===== config.mk =====
export PLATFORM = sky130hd
export DESIGN_NAME = irq_route_regs
export DESIGN_NICKNAME = d
export VERILOG_FILES = /design/src/rtl/irq_route_regs.sv
export SDC_FILE = /design/constraint.sdc
export NUM_CORES = 2
export LEC_CHECK = 0
export ABC_AREA = 1
export CORE_MARGIN = 2
export CORE_UTILIZATION = 40
export DETAILED_ROUTE_END_ITERATION = 12
export SETUP_SLACK_MARGIN = 0.2
export SKIP_LAST_GASP = 1
export SLEW_MARGIN = 10
export SYNTH_ARGS = -nofsm -noshare
export SYNTH_HDL_FRONTEND = slang
export SYNTH_SLANG_ARGS = --single-unit
export TNS_END_PERCENT = 30

===== constraint.sdc =====
create_clock -name clk -period 3.29 [get_ports clk]
set_input_delay 0.329 -clock clk [delete_from_list [all_inputs] [get_ports clk]]
set_output_delay 0.329 -clock clk [all_outputs]
set_load 0.05 [all_outputs]

===== src/rtl/irq_route_regs.sv =====
module irq_route_regs #(
  parameter int          NUM_PINS = 24,
  parameter logic [7:0]  VERSION  = 8'h11,
  parameter int          ADDR_W   = 12,
  localparam int         PIN_W    = $clog2(NUM_PINS)
) (
  input  logic                    clk,
  input  logic                    rst_n,
  input  logic                    bus_valid,
  input  logic                    bus_write,
  input  logic [ADDR_W-1:0]       bus_addr,
  input  logic [3:0]              bus_len,
  input  logic [63:0]             bus_wdata,
  output logic [31:0]             bus_rdata,
  input  logic [NUM_PINS-1:0]     irr_in,
  input  logic [NUM_PINS-1:0]     remote_irr_in,
  input  logic [NUM_PINS-1:0]     busy_in,
  output logic [NUM_PINS*8-1:0]   pin_vector,
  output logic [NUM_PINS*3-1:0]   pin_dlv_mode,
  output logic [NUM_PINS-1:0]     pin_dest_mode,
  output logic [NUM_PINS-1:0]     pin_polarity,
  output logic [NUM_PINS-1:0]     pin_level,
  output logic [NUM_PINS-1:0]     pin_mask,
  output logic [NUM_PINS*8-1:0]   pin_dest,
  output logic [NUM_PINS-1:0]     rirr_clr,
  output logic                    mask_evt,
  output logic [PIN_W-1:0]        mask_evt_pin,
  output logic                    mask_evt_val,
  output logic                    svc_req,
  output logic [PIN_W-1:0]        svc_pin
);

  localparam logic [7:0]  PIN_MAX   = 8'(NUM_PINS - 1);
  localparam logic [63:0] ENT_RESET = 64'h0000_0000_0001_0000;
  localparam logic [31:0] TBL_BASE  = 32'h10;

  logic [31:0] sel_q;
  logic [3:0]  id_q;
  logic [63:0] tbl_q [NUM_PINS];

  logic [7:0]  offs;
  logic        hit_sel, hit_win, wr_ok;
  logic [31:0] wd, idx_full;
  logic        ent_ok, hi_half, ent_wr;
  logic [PIN_W-1:0] ent_idx;
  logic [63:0] cur_ent, new_ent, view_ent;

  assign offs     = bus_addr[7:0];
  assign hit_sel  = offs == 8'h00;
  assign hit_win  = offs == 8'h10;
  assign wr_ok    = bus_valid && bus_write && (bus_len == 4'd4 || bus_len == 4'd8);
  assign wd       = bus_wdata[31:0];
  assign idx_full = (sel_q - TBL_BASE) >> 1;
  assign ent_ok   = (sel_q >= TBL_BASE) && (idx_full < 32'(NUM_PINS));
  assign ent_idx  = idx_full[PIN_W-1:0];
  assign hi_half  = sel_q[0];
  assign ent_wr   = wr_ok && hit_win && ent_ok;

  assign cur_ent  = ent_ok ? tbl_q[ent_idx] : ENT_RESET;
  assign new_ent  = hi_half ? {wd, cur_ent[31:0]} : {cur_ent[63:32], wd};
  assign view_ent = {cur_ent[63:15], remote_irr_in[ent_idx], cur_ent[13],
                     busy_in[ent_idx], cur_ent[11:0]};

  always_comb begin
    bus_rdata = '0;
    if (hit_sel) begin
      bus_rdata = sel_q;
    end else if (hit_win) begin
      case (sel_q)
        32'd0, 32'd2: bus_rdata = {4'h0, id_q, 24'h0};
        32'd1:        bus_rdata = {8'h0, PIN_MAX, 8'h0, VERSION};
        default:      if (ent_ok) bus_rdata = hi_half ? view_ent[63:32] : view_ent[31:0];
      endcase
    end
  end

  always_ff @(posedge clk or negedge rst_n) begin
    if (!rst_n) begin
      sel_q <= '0;
      id_q  <= '0;
    end else if (wr_ok) begin
      if (hit_sel) sel_q <= wd;
      if (hit_win && sel_q == 32'd0) id_q <= wd[27:24];
    end
  end

  always_ff @(posedge clk or negedge rst_n) begin
    if (!rst_n) begin
      for (int i = 0; i < NUM_PINS; i++) tbl_q[i] <= ENT_RESET;
    end else if (ent_wr) begin
      tbl_q[ent_idx] <= new_ent;
    end
  end

  always_ff @(posedge clk or negedge rst_n) begin
    if (!rst_n) begin
      rirr_clr     <= '0;
      mask_evt     <= 1'b0;
      mask_evt_pin <= '0;
      mask_evt_val <= 1'b0;
      svc_req      <= 1'b0;
      svc_pin      <= '0;
    end else begin
      rirr_clr <= '0;
      mask_evt <= 1'b0;
      svc_req  <= 1'b0;
      if (ent_wr) begin
        if (!hi_half) rirr_clr[ent_idx] <= 1'b1;
        if (new_ent[16] != cur_ent[16]) begin
          mask_evt     <= 1'b1;
          mask_evt_pin <= ent_idx;
          mask_evt_val <= new_ent[16];
        end
        if (new_ent[15] && irr_in[ent_idx]) begin
          svc_req <= 1'b1;
          svc_pin <= ent_idx;
        end
      end
    end
  end

  for (genvar g = 0; g < NUM_PINS; g++) begin : g_pin
    assign pin_vector[g*8 +: 8]   = tbl_q[g][7:0];
    assign pin_dlv_mode[g*3 +: 3] = tbl_q[g][10:8];
    assign pin_dest_mode[g]       = tbl_q[g][11];
    assign pin_polarity[g]        = tbl_q[g][13];
    assign pin_level[g]           = tbl_q[g][15];
    assign pin_mask[g]            = tbl_q[g][16];
    assign pin_dest[g*8 +: 8]     = tbl_q[g][63:56];
  end

  AST_ID_HOLD: assert property (@(posedge clk) disable iff (!rst_n)
    !(wr_ok && hit_win && sel_q == 32'd0) |=> $stable(id_q));
  AST_RIRR_ONEHOT: assert property (@(posedge clk) disable iff (!rst_n)
    $onehot0(rirr_clr));
  AST_RIRR_CAUSE: assert property (@(posedge clk) disable iff (!rst_n)
    (|rirr_clr) |-> $past(wr_ok && hit_win && !sel_q[0]));
  AST_MASK_MATCH: assert property (@(posedge clk) disable iff (!rst_n)
    mask_evt |-> pin_mask[mask_evt_pin] == mask_evt_val);
  AST_MASK_CAUSE: assert property (@(posedge clk) disable iff (!rst_n)
    mask_evt |-> $past(bus_valid && bus_write));
  AST_SVC_LEVEL: assert property (@(posedge clk) disable iff (!rst_n)
    svc_req |-> pin_level[svc_pin]);
  AST_SVC_CAUSE: assert property (@(posedge clk) disable iff (!rst_n)
    svc_req |-> $past(wr_ok && hit_win));

endmodule


Word level (Yosys, flattened, before mapping)
Cells that the tools add are included.
{"block": "word_totals", "input_bits": 156, "word_cells": 90, "register_bits": 1609}
{"block": "op_classes", "bitwise_logic": 1, "n_eq_ne": 6, "n_addsub": 1, "mux": 27, "order_cmp": 6, "n_reduce_logical": 17}
{"operator": "$bwmux W1536", "n": 1}
{"operator": "$bmux W64 S5", "n": 1}
{"operator": "$demux W64 S5", "n": 1}
{"operator": "$mux W64", "n": 5}
{"operator": "$mux W32", "n": 4}
{"operator": "$pmux W32 S2", "n": 1}
{"operator": "$mux W24", "n": 2}
{"operator": "$eq A32 B1 Y1 const B", "n": 1}
{"operator": "$eq A32 B2 Y1 const B", "n": 1}
{"operator": "$ge A32 B5 Y1 const B", "n": 1}
{"operator": "$logic_not A32 Y1", "n": 1}
{"operator": "$sub A32 B5 Y32 const B", "n": 1}
{"operator": "$lt A31 B5 Y1 const B", "n": 1}
{"operator": "$bmux W1 S5", "n": 3}
{"operator": "$logic_and A1 B1 Y1", "n": 9}
{"operator": "$eq A8 B5 Y1 const B", "n": 1}
{"operator": "$logic_not A8 Y1", "n": 1}
{"operator": "$mux W1", "n": 8}
{"operator": "$reduce_and A2 Y1", "n": 4}
{"operator": "$ge A6 B6 Y1 const B", "n": 1}
{"operator": "$lt A5 B6 Y1 const B", "n": 1}
{"operator": "$lt A6 B1 Y1 const B", "n": 1}
{"operator": "$not A5 Y6", "n": 1}
{"operator": "$demux W1 S5", "n": 1}
{"operator": "6 further kinds", "n": 6}

Longest topological paths before layout
{"block": "depth", "depth_word": 11, "depth_mapped": 21, "ltp_nobuf": 18}

Least setup slack after synthesis
No wires, ideal clock.
{"block": "synth_timing", "path_type": "register -> output", "start": "reg sel_q[4]", "end": "out bus_rdata[10]", "path_buffers": 3, "arrival_ns": 3.588, "path_stages_with_launch": 20, "setup_slack_ns": -0.627, "required_ns": 2.961, "cell_sequence": "dfrtp_1 > inv_1 > clkbuf_1 > clkbuf_1 > ha_1 > nand2_2 > nor2_4 > nand2_1 > nand2_1 > nand2_1 > inv_1 > nand2_1 > nor2_1 > nand2_1 > nor2_1 > nand3_1 > nor2_1 > clkbuf_1 > nand3_1 > o21ai_0"}
{"block": "synth_between", "elab_chain_len": 11, "word_cells_on_any_way": 18, "classes_between": "1 x add/sub; 2 x order compare; 2 x eq/ne; 9 x mux; 1 x bitwise; 3 x reduce/logical"}
{"item": "from (decl)", "line": "37", "text": "logic [31:0] sel_q;"}
{"item": "from (signal assigned)", "line": "82", "text": "if (hit_sel) sel_q <= wd;"}
{"item": "$sub A32 B5 Y32 (*)", "line": "53", "text": "assign idx_full = (sel_q - TBL_BASE) >> 1;"}
{"item": "named net ent_idx[3]", "line": "45", "text": "logic [PIN_W-1:0] ent_idx;"}
{"item": "branches (longest 6 deep; another with $lt A31 B5 Y1)"}
{"item": "$mux W32 (*)", "line": "72", "text": "default: if (ent_ok) bus_rdata = hi_half ? view_ent[63:32] : view_ent[31:0];"}
{"item": "$pmux W32 S2 (*)", "line": "69", "text": "case (sel_q)"}
{"item": "$mux W32 (*)", "line": "68", "text": "end else if (hit_win) begin"}
{"item": "$mux W32 (*)", "line": "66", "text": "if (hit_sel) begin"}
{"item": "to (decl)", "line": "14", "text": "output logic [31:0] bus_rdata,"}
Mark *: on every way through the listed nets, which the timed path passes. The select of a mux whose other input is x is not followed.

Worst setup path in the final report
{"block": "layout_timing", "start": "reg sel_q[1]", "end": "out bus_rdata[10]"}
{"block": "layout_between", "elab_chain_len": 11, "word_cells_on_any_way": 18, "classes_between": "1 x add/sub; 2 x order compare; 2 x eq/ne; 9 x mux; 1 x bitwise; 3 x reduce/logical"}
{"item": "branches (longest 8 deep; another with $sub A32 B5 Y32)"}
{"item": "$pmux W32 S2 (*)", "line": "69"}
{"item": "$mux W32 (*)", "line": "68"}
{"item": "$mux W32 (*)", "line": "66"}
Mark *: on every way between the ends. The select of a mux whose other input is x is not followed.

==> results.ini <==
[outcome]
status=complete, but fails checks
violations=setup timing

[clock_network]
clk_pin_slew_worst_paths_ns=0.05
cts_tree=built
cts_max_level=4
cts_buffers=176
cts_root_buf=clkbuf_16
clockBufferDepth=3
clk_latency_ns=0.85
cts_sinks=1561

[sta]
rsz0062_at_grt=yes
min_period_ns=4.25
hold_violations=0
fmax_mhz=235
finalCritPeriodShare_pct=129
tightest_slew_ns=1.16
drv_slew=0
setup_slack_ns=-0.957
finalSetupViolCount=1162
fin_skew_ns=0.0466
slew_headroom_pct=22.6

[grt]
antenna_found_initial=9
grt_pass1_wl_um=535000
grt.total_usage_pct=36.6
grt.overflow.total=0
grt_max_degree=134
first_global_vias=74400

[drt]
first_iter_violations=10400
dr.pass1.iters=8
via_count=77800
drt-total-wl_um=379000
wl_per_cell_um=27.8
drt-vias-per-instance=5.69
ant_nets=0
drc=0

[flow_run]
maxCapViolations=0

[logic_synthesis]
ys_seq_elements=1561
syn_area_um2=78900
yosysSeqAreaShare_pct=49.6
ys_types=46
synth_nets=10400
avgSynthCellArea_um2=7.72
synth_warnings=0
synth_cells=10200

[final_layout]
final_nets=11100
fillCellCount=18100
design_area_um2=103000
final_core_util_pct=52.7
syn_to_final_growth_pct=30.5
drive_above_1_share_pct=17.7
finalNonFillerCells=13700

[die]
rows=162
io_pins=777
start_util_pct=40.4
dieArea_um2=201000
die_h_um=448
die_w_um=448
core_um2=195000

[place]
dp_hpwl_um=254000
dpl_cell_area_um2=93100
io_buffers=740
gp_congestion=0.943
place_inst=13200
dp_worst_setup_slack_ns=-0.562

[power_and_ir_drop]
clockPowerShare_pct=50.0
p_switching_w=0.00958
power_frac_comb_pct=3.4
seq_power_share_pct=46.6
power_density_nw_per_um2=400
p_sw_share_pct=23.2
ir_drop_mv=0.549
p_leak_nw=52.6
p_int_w=0.0316

[worst_setup_path]
start_kind=flop
rr_worst_depth=31
criticalPathCategory=reg -> out
required_ns=2.96
crit_path_max_fanout=15
cp-end-kind=output port
critPathArrivalTime_ns=3.92

[hold_path]
hold_class=in -> async

[Yosys cell counts (all sizes together)]
| cell type | count | area share (%) |
|---|---|---|
| dfstp | 24 | 0.80 |
| o22ai | 124 | 0.98 |
| or2 | 169 | 1.3 |
| nand4 | 94 | 0.75 |
| a211oi | 3 | 0.029 |
| nand3b | 43 | 0.41 |
| o21ai | 191 | 1.3 |
| nor3 | 43 | 0.27 |
| a221oi | 1 | 0.011 |
| a41oi | 1 | 0.011 |
| a22oi | 185 | 1.8 |
| inv | 131 | 0.62 |
| ha | 4 | 0.063 |
| o2111ai | 144 | 1.6 |
| buf | 957 | 8.0 |
| and3 | 1 | 0.0079 |
| clkinv | 3 | 0.014 |
| nand2 | 4998 | 24 |
| o22a | 31 | 0.34 |
| o31ai | 3 | 0.029 |
| o221ai | 1 | 0.011 |
| nor4 | 17 | 0.13 |
| nand3 | 392 | 2.5 |
| clkbuf | 309 | 1.5 |
| o21bai | 1 | 0.0095 |
| or3 | 3 | 0.024 |
| a21oi | 99 | 0.95 |
| nor2 | 666 | 3.6 |
| o211ai | 43 | 0.41 |
| xor2 | 2 | 0.022 |
| dfrtp | 1537 | 49 |
[worst max-delay path: stages (launching register included)]
cell and delay, ns:
dfrtp_4 0.58, nor2_4 0.23, clkinv_8 0.11, buf_12 0.16, buf_12 0.15, o2111ai_1 0.36
buf_4 0.24, nand3_1 0.12, nand3_2 0.25, nand2_1 0.25, nand2_2 0.17, nand2_1 0.08
nand3_2 0.15, o21ai_2 0.08, buf_12 0.15
[worst paths after layout]
check | startpoint | end | slack [ns]
worst max-delay path | sel_q[1] | bus_rdata[10] | -0.96
min in group clk | bus_wdata[12] | sel_q[12] | 0.15
worst min-delay path | rst_n | pin_dlv_mode[6] | 0.06
worst min register to register | tbl_q[657] | tbl_q[657] | 0.47
max in group asynchronous | rst_n | tbl_q[1252] | 1.96
worst max register to register | sel_q[5] | tbl_q[82] | -0.79
[timing repair]
item	4_1_cts	5_1_grt
setup buffers	61	53
cloned	17	14
gates resized for setup	259	252
endpoints found under the hold margin	538	0
hold buffers	1	0
pin swaps	54	90
setup endpoints to repair	1542	1539
[per-layer routing]
layer,GRT usage (%),share of wire [%],vias to the layer above
met2,54.1,43,5232
met4,23.3,7.3,4
met5,0,0.0061,-
li1,-,-,33300
met3,8.24,11,1061
met1,48.5,39,38200
[flip-flops by register name, summed over array words and instances (netlist names)]
signal / count
tbl_q: 936
pin_dest: 192
pin_vector: 192
pin_dlv_mode: 72
sel_q: 32
pin_dest_mode: 24
pin_level: 24
pin_mask: 24
pin_polarity: 24
rirr_clr: 24
mask_evt_pin: 5
svc_pin: 5
id_q: 4
mask_evt: 1
mask_evt_val: 1
svc_req: 1
[area by class of cell]
cell class                 instances  area [µm²]  share of cell area, %
timing repair inverter             2        60.1                 0.0583
tap                             2624        3280                   3.19
sequential                      1561       39100                   38.0
timing repair buffer            1760       20300                   19.7
clock inverter                    49         638                  0.620
inverter                         134         619                  0.602
antenna                            6        15.0                 0.0146
multi-input combinational       7259       33600                   32.6
clock buffer                     271        5330                   5.18
[stage by stage]
stage	hold WS, ns	TNS, ns	power [W]
2_1_floorplan	0.0334	0	0.0199
3_3_place_gp	0.266	-179.92	0.0209
3_5_place_dp	0.266	-181.42	0.0209
4_1_cts	0.0541	-66.19	0.0413
5_1_grt	0.0897	-469.42	0.0422
6_report	0.0638	-247.44	0.0412
[power by group through the flow]
stage,combinational (W),clock (W),sequential [W]
2_1_floorplan,0.000297,0,0.0196
3_3_place_gp,0.00135,0,0.0196
3_5_place_dp,0.00136,0,0.0196
4_1_cts,0.00137,0.0207,0.0192
5_1_grt,0.00150,0.0215,0.0192
6_report,0.00142,0.0206,0.0192
[kinds of logic after synthesis]
kind of cell | count (synthesis) | synth area share (%)
buffers and inverters | 1400 | 10.1
AO/OA/AOI/OAI | 827 | 7.43
AND/OR/NAND/NOR | 6426 | 32.8
adder cells (fa/ha/maj) | 4 | 0.0635
flip-flops | 1561 | 49.6
XOR/XNOR | 2 | 0.0222
[placed cells by master, fill, tap and decap left out, types with 137 or more instances in the layout]
master           count
clkdlybuf4s50_1    707
or2_2              169
buf_4              591
o2111ai_1          137
nor2_1             601
nand2_1           4875
buf_12             336
clkbuf_16          191
dfrtp_1           1527
nand3_1            308
a22oi_1            184
No activity file was read; power rests on OpenSTA's default activity.
